`src/rtl/lpt_pkg.sv`:
```
// Shared constants and types for the low-power PWM timer.
// Assumes a byte-addressed bus with word-aligned registers.
package lpt_pkg;
    localparam int unsigned PSC_W = 3;

    // Register byte offsets
    localparam int unsigned OFS_CTRL = 'h00;
    localparam int unsigned OFS_CFG  = 'h04;
    localparam int unsigned OFS_ARR  = 'h08;
    localparam int unsigned OFS_CMP  = 'h0C;
    localparam int unsigned OFS_STAT = 'h10;
    localparam int unsigned OFS_CLR  = 'h14;

    // Field positions shared by the register block and its users
    localparam int unsigned BIT_EN    = 0;
    localparam int unsigned BIT_START = 1;
    localparam int unsigned BIT_POL   = 0;
    localparam int unsigned PSC_LSB   = 4;
    localparam int unsigned BIT_CMPOK = 0;
    localparam int unsigned BIT_ARROK = 1;

    typedef struct packed {
        logic [PSC_W-1:0] psc;
        logic             pol;
    } cfg_t;
endpackage

```
`src/rtl/lpt_regs.sv`:
```
// Register file and write-acknowledge logic.
// Assumes single-cycle bus writes. Reads are combinational from bus_addr.
// Configuration is locked while enabled, and auto-reload and compare are
// locked while disabled.
module lpt_regs #(
    parameter int unsigned ADDR_W = 5,
    parameter int unsigned DATA_W = 32,
    parameter int unsigned CNT_W  = 16
) (
    input  logic              clk,
    input  logic              rst_n,
    input  logic              bus_sel,
    input  logic              bus_wr,
    input  logic [ADDR_W-1:0] bus_addr,
    input  logic [DATA_W-1:0] bus_wdata,
    output logic [DATA_W-1:0] bus_rdata,
    output logic              en,
    output logic              running,
    output lpt_pkg::cfg_t     cfg,
    output logic [CNT_W-1:0]  arr_pre,
    output logic [CNT_W-1:0]  cmp_pre,
    output logic              arr_acc,
    output logic              cmp_acc,
    output logic              arr_ok,
    output logic              cmp_ok
);
    import lpt_pkg::*;

    localparam logic [ADDR_W-1:0] A_CTRL = ADDR_W'(OFS_CTRL);
    localparam logic [ADDR_W-1:0] A_CFG  = ADDR_W'(OFS_CFG);
    localparam logic [ADDR_W-1:0] A_ARR  = ADDR_W'(OFS_ARR);
    localparam logic [ADDR_W-1:0] A_CMP  = ADDR_W'(OFS_CMP);
    localparam logic [ADDR_W-1:0] A_STAT = ADDR_W'(OFS_STAT);
    localparam logic [ADDR_W-1:0] A_CLR  = ADDR_W'(OFS_CLR);

    logic wr;
    logic wr_ctrl, wr_cfg, wr_clr;
    logic arr_pend, cmp_pend;
    logic unused_wdata;

    assign wr      = bus_sel && bus_wr;
    assign wr_ctrl = wr && (bus_addr == A_CTRL);
    assign wr_cfg  = wr && (bus_addr == A_CFG);
    assign wr_clr  = wr && (bus_addr == A_CLR);
    assign arr_acc = wr && (bus_addr == A_ARR) && en;
    assign cmp_acc = wr && (bus_addr == A_CMP) && en;
    assign unused_wdata = ^bus_wdata[DATA_W-1:CNT_W];

    // Control, configuration and preload registers
    always_ff @(posedge clk) begin
        if (!rst_n) begin
            en      <= 1'b0;
            running <= 1'b0;
            cfg     <= '0;
            arr_pre <= '0;
            cmp_pre <= '0;
        end else begin
            if (wr_ctrl) begin
                en      <= bus_wdata[BIT_EN];
                running <= bus_wdata[BIT_EN] && bus_wdata[BIT_START] && en;
            end
            if (wr_cfg && !en) begin
                cfg.pol <= bus_wdata[BIT_POL];
                cfg.psc <= bus_wdata[PSC_LSB +: PSC_W];
            end
            if (arr_acc) arr_pre <= bus_wdata[CNT_W-1:0];
            if (cmp_acc) cmp_pre <= bus_wdata[CNT_W-1:0];
        end
    end

    // Acknowledge flags: one pending stage, then the flag; a set wins over a clear
    always_ff @(posedge clk) begin
        if (!rst_n) begin
            arr_pend <= 1'b0;
            cmp_pend <= 1'b0;
            arr_ok   <= 1'b0;
            cmp_ok   <= 1'b0;
        end else begin
            arr_pend <= arr_acc;
            cmp_pend <= cmp_acc;
            arr_ok   <= arr_pend || (arr_ok && !(wr_clr && bus_wdata[BIT_ARROK]));
            cmp_ok   <= cmp_pend || (cmp_ok && !(wr_clr && bus_wdata[BIT_CMPOK]));
        end
    end

    // Read data multiplexer
    always_comb begin
        bus_rdata = '0;
        case (bus_addr)
            A_CTRL: begin
                bus_rdata[BIT_EN]    = en;
                bus_rdata[BIT_START] = running;
            end
            A_CFG: begin
                bus_rdata[BIT_POL]             = cfg.pol;
                bus_rdata[PSC_LSB +: PSC_W]    = cfg.psc;
            end
            A_ARR:  bus_rdata[CNT_W-1:0] = arr_pre;
            A_CMP:  bus_rdata[CNT_W-1:0] = cmp_pre;
            A_STAT: begin
                bus_rdata[BIT_CMPOK] = cmp_ok;
                bus_rdata[BIT_ARROK] = arr_ok;
            end
            default: bus_rdata = '0;
        endcase
    end
endmodule

```
`src/rtl/lpt_prescaler.sv`:
```
// Power-of-two tick generator.
// Assumes psc changes only while run is low; the divider restarts from zero
// whenever run is low.
module lpt_prescaler #(
    parameter int unsigned PSC_W = 3
) (
    input  logic             clk,
    input  logic             rst_n,
    input  logic             run,
    input  logic [PSC_W-1:0] psc,
    output logic             tick
);
    localparam int unsigned DIV_W = (1 << PSC_W) - 1;

    logic [DIV_W-1:0] div_cnt;
    logic [DIV_W-1:0] div_mask;

    // Mask of the low psc bits of the divider
    always_comb begin
        for (int i = 0; i < DIV_W; i++) begin
            div_mask[i] = (i < int'(psc));
        end
    end

    assign tick = run && ((div_cnt & div_mask) == div_mask);

    // Free-running divider while running
    always_ff @(posedge clk) begin
        if (!rst_n || !run) div_cnt <= '0;
        else                div_cnt <= div_cnt + 1'b1;
    end
endmodule

```
`src/rtl/lpt_counter.sv`:
```
// Period counter, active copies of auto-reload and compare, and the output.
// Assumes tick is only high while run is high. The active copies follow the
// preloads while stopped and reload only at a wrap while running.
module lpt_counter #(
    parameter int unsigned CNT_W = 16
) (
    input  logic             clk,
    input  logic             rst_n,
    input  logic             run,
    input  logic             tick,
    input  logic             pol,
    input  logic [CNT_W-1:0] arr_pre,
    input  logic [CNT_W-1:0] cmp_pre,
    output logic [CNT_W-1:0] cnt,
    output logic [CNT_W-1:0] arr_act,
    output logic [CNT_W-1:0] cmp_act,
    output logic             load,
    output logic             pwm_out
);
    logic wrap;

    assign wrap    = tick && (cnt == arr_act);
    assign load    = !run || wrap;
    assign pwm_out = pol ^ (run && (cnt > cmp_act));

    // Counter advance and wrap
    always_ff @(posedge clk) begin
        if (!rst_n || !run) cnt <= '0;
        else if (wrap)      cnt <= '0;
        else if (tick)      cnt <= cnt + 1'b1;
    end

    // Active-copy reload from the preloads
    always_ff @(posedge clk) begin
        if (!rst_n) begin
            arr_act <= '0;
            cmp_act <= '0;
        end else if (load) begin
            arr_act <= arr_pre;
            cmp_act <= cmp_pre;
        end
    end
endmodule

```
`src/rtl/lp_pwm_timer.sv`:
```
// Low-power PWM timer top: the register block, the prescaler and the period
// counter. Assumes a single clock domain and synchronous active-low reset.
module lp_pwm_timer #(
    parameter int unsigned ADDR_W = 5,
    parameter int unsigned DATA_W = 32,
    parameter int unsigned CNT_W  = 16
) (
    input  logic              clk,
    input  logic              rst_n,
    input  logic              bus_sel,
    input  logic              bus_wr,
    input  logic [ADDR_W-1:0] bus_addr,
    input  logic [DATA_W-1:0] bus_wdata,
    output logic [DATA_W-1:0] bus_rdata,
    output logic              pwm_out
);
    import lpt_pkg::*;

    logic             ctrl_en, running, tick, load;
    logic             arr_acc, cmp_acc, arr_ok, cmp_ok;
    cfg_t             cfg;
    logic [CNT_W-1:0] arr_pre, cmp_pre, arr_act, cmp_act, cnt;

    lpt_regs #(.ADDR_W(ADDR_W), .DATA_W(DATA_W), .CNT_W(CNT_W)) u_regs (
        .clk(clk), .rst_n(rst_n), .bus_sel(bus_sel), .bus_wr(bus_wr),
        .bus_addr(bus_addr), .bus_wdata(bus_wdata), .bus_rdata(bus_rdata),
        .en(ctrl_en), .running(running), .cfg(cfg),
        .arr_pre(arr_pre), .cmp_pre(cmp_pre),
        .arr_acc(arr_acc), .cmp_acc(cmp_acc), .arr_ok(arr_ok), .cmp_ok(cmp_ok)
    );

    lpt_prescaler #(.PSC_W(PSC_W)) u_psc (
        .clk(clk), .rst_n(rst_n), .run(running), .psc(cfg.psc), .tick(tick)
    );

    lpt_counter #(.CNT_W(CNT_W)) u_cnt (
        .clk(clk), .rst_n(rst_n), .run(running), .tick(tick), .pol(cfg.pol),
        .arr_pre(arr_pre), .cmp_pre(cmp_pre), .cnt(cnt),
        .arr_act(arr_act), .cmp_act(cmp_act), .load(load), .pwm_out(pwm_out)
    );
endmodule

```
`config.mk`:
```
export PLATFORM = sky130hd
export DESIGN_NAME = lp_pwm_timer
export DESIGN_NICKNAME = d
export VERILOG_FILES = /design/src/rtl/lpt_pkg.sv /design/src/rtl/lpt_regs.sv /design/src/rtl/lpt_prescaler.sv /design/src/rtl/lpt_counter.sv /design/src/rtl/lp_pwm_timer.sv
export SDC_FILE = /design/constraint.sdc
export NUM_CORES = 1
export LEC_CHECK = 0
export CORE_ASPECT_RATIO = 1.75
export CORE_MARGIN = 3
export CORE_UTILIZATION = 35
export CTS_BUF_LIST = sky130_fd_sc_hd__clkbuf_8
export CTS_CLUSTER_SIZE = 10
export DETAILED_ROUTE_END_ITERATION = 6
export SYNTH_ARGS = -nofsm -noshare
export SYNTH_HDL_FRONTEND = slang
export SYNTH_SLANG_ARGS = --single-unit
```
`constraint.sdc`:
```
create_clock -name clk -period 2.6 [get_ports clk]
set_input_delay 0.52 -clock clk [delete_from_list [all_inputs] [get_ports clk]]
set_output_delay 0.52 -clock clk [all_outputs]
set_load 0.005 [all_outputs]
```
==> flow_summary.toml <==
[timing]
min_period_ns = 2.728
setup_viol = 1
tns_ns = -0.1277
finalClockSkew_ns = 0.01492
setup_slack_ns = -0.1277
rsz0062_at_grt = "yes"
finalCritPeriodShare_pct = 104.9
holdWs_ns = 0.4449
fmax_ghz = 0.3666
slew_viol_final = 0
hold_violations = 0

[placed_design]
post-dp-hpwl_um = 8568
io_buffers = 41
gp_congestion = 0.8515

[die]
fp-row-count = 55
die_h_um = 159.9
die_area_mm2 = 0.01503
ios = 74
core_area_mm2 = 0.01308
die_width_um = 93.97
start_util_pct = 36.25

[global_routing]
overflow = 0
antenna_found_initial = 0
grt_max_degree = 65
grt.total_usage_pct = 16.24
grt_pass1_wl_um = 19580
first_global_vias = 4091

[critical_path]
cp-start-kind = "flip-flop"
r2r_slack_ns = 0.61
cp_max_fo = 2
endpoint_kind = "primary output"
critical_path_required_ns = 2.08
critical_path_class = "reg -> out"
cp.arrival_ns = 2.21

[worst_hold_path]
hold_class = "reg -> reg"

[cts]
root_buffer = "clkbuf_8"
cts_tree = "done"
clockBufferDepth = 2
cts.sinks = 97
h-tree-depth = 3
clk_pin_slew_ns = 0.09
cts_hold_buf = 0
cts_inserted_buffers = 9
insertion_delay_ns = 0.37

[route]
ant_nets = 0
dr.first_iter.drc_count = 139
vias = 3998
viasPerCell = 4.870
routed_wirelength_um = 11770
wire_per_inst_um = 14.34
drcViolationCount = 0
drt-pass1-iter-count = 6

[power]
power_density_mw_per_mm2 = 438.5
finalPower_mw = 2.612
p_leak_nw = 2.359
irDropWorstVdd_uv = 461.9

[logic_synthesis]
synth-seq-cells = 97
synthCells = 570
synth_warnings = 0
synthArstFlopShare_pct = 0
synth-main-ff-cell = "dfxtp_1"
synth_area_leader_cell = "dfxtp_1"
syn_avg_cell_area_um2 = 8.315
yosysUniqueCellTypes = 46
synth_area_leaders = "dfxtp_1 (41%), mux2i_1 (8.2%), nand2_1 (6.3%)"
synth_top_area_share_pct = 40.97
syn-cell-area_mm2 = 0.004740
synth_most_common_cell = "dfxtp_1"
synth_edf_count = 0
synthTopCellsByCount = "dfxtp_1 (97), nand2_1 (79), nor2_1 (60)"
synth_seq_area_share_pct = 40.97

[finish]
drive_gt1_share_pct = 17.08
fill_cells = 1319
antenna_cells = 0
nNetsFinal = 704
areaGrowthSynthToFinish_pct = 25.69
fin_util_pct = 45.56

[outcome]
violations = "negative setup slack"
status = "complete, but fails checks"

[run]
maxCapViolations = 0
[per-layer routing]
metal  global-route usage [%]  up-vias  wire length, µm
met5                        0        -                0
met4                    7.166        0              316
met3                    2.121       19              298
met2                    29.02       81             6295
met1                    18.85     1839             4863
li1                         -     2059                -
[layout by cell type (no fill, tap or decap), types with 13 or more instances in the layout]
master,n
dfxtp_1,90
nand2_1,77
nor2_1,57
buf_4,44
nand3_1,43
mux2i_1,39
o21ai_0,36
a21oi_1,28
xnor2_1,19
clkdlybuf4s50_1,19
inv_1,17
nand4_1,17
conb_1,16
xor2_1,15
ha_1,13
[path summary, 6_finish.rpt]
| kind | start | end | depth (start not counted) |
|---|---|---|---|
| min reg2reg | u_regs.cmp_pend | u_regs.cmp_ok | 2 |
| max | u_cnt.cmp_act[9] | pwm_out | 10 |
| min | u_regs.cmp_pend | u_regs.cmp_ok | 2 |
| max reg2reg | u_cnt.cnt[13] | u_cnt.cmp_act[8] | 9 |
[registers in the layout, summed over array words and instances, names as in the netlist]
| register | count |
|---|---|
| u_cnt.arr_act | 16 |
| u_cnt.cmp_act | 16 |
| u_cnt.cnt | 16 |
| u_psc.div_cnt | 7 |
| u_regs.arr_ok | 1 |
| u_regs.arr_pend | 1 |
| u_regs.arr_pre | 16 |
| u_regs.cfg | 4 |
| u_regs.cmp_ok | 1 |
| u_regs.cmp_pend | 1 |
| u_regs.cmp_pre | 16 |
| u_regs.en | 1 |
| u_regs.running | 1 |
[where the power goes]
group          internal [mW]  switching [mW]
Combinational         0.0567          0.0657
Sequential              1.48        0.000490
Clock                  0.454           0.551
[what timing repair did]
action / in CTS / in global routing
gates cloned: 1 / 0
pin swaps: 13 / 8
buffers inserted: 7 / 3
gates resized for setup: 57 / 25
setup endpoints to repair: 17 / 12
[critical path, cell delays in order, from the launching register on]
cell and delay [ns]:
dfxtp_2 0.33, inv_1 0.08, ha_4 0.20, a21o_1 0.17, a221o_1 0.32, nand2_1 0.07, o211ai_1 0.14, o21ai_1 0.17
buf_4 0.15, xnor2_2 0.09, buf_2 0.12
[logic make-up after synthesis]
group	share of synthesized area, %
muxes	8.236
adders and majority gates	4.752
and+or+nand+nor	22.78
AOI/OAI and AO/OA	9.372
xor gates and xnor gates	6.468
buffers and inverters	7.339
DFF	40.97
other	0.07912
[through the flow]
step / std cells / setup slack [ns] / cell area (µm²)
after floorplan: 585 / 0.2082 / 4796
after global placement: 794 / -0.3065 / 5532
after detailed placement: 794 / -0.3596 / 5532
after CTS: 818 / -0.1863 / 5892
after global routing: 821 / -0.2435 / 5957
final: 821 / -0.1277 / 5957
[area by class of cell]
cell class                 count  area (µm²)  share of cell area [%]
multi-input combinational    422        2648                   44.44
sequential                    97        1951                   32.75
inverter                      21       78.83                   1.323
tap                          171       214.0                   3.592
clock buffer                   9       123.9                   2.079
clock inverter                 7       76.32                   1.281
timing repair buffer          94       865.8                   14.53
Note: power is estimated with default switching activity, not from simulation.
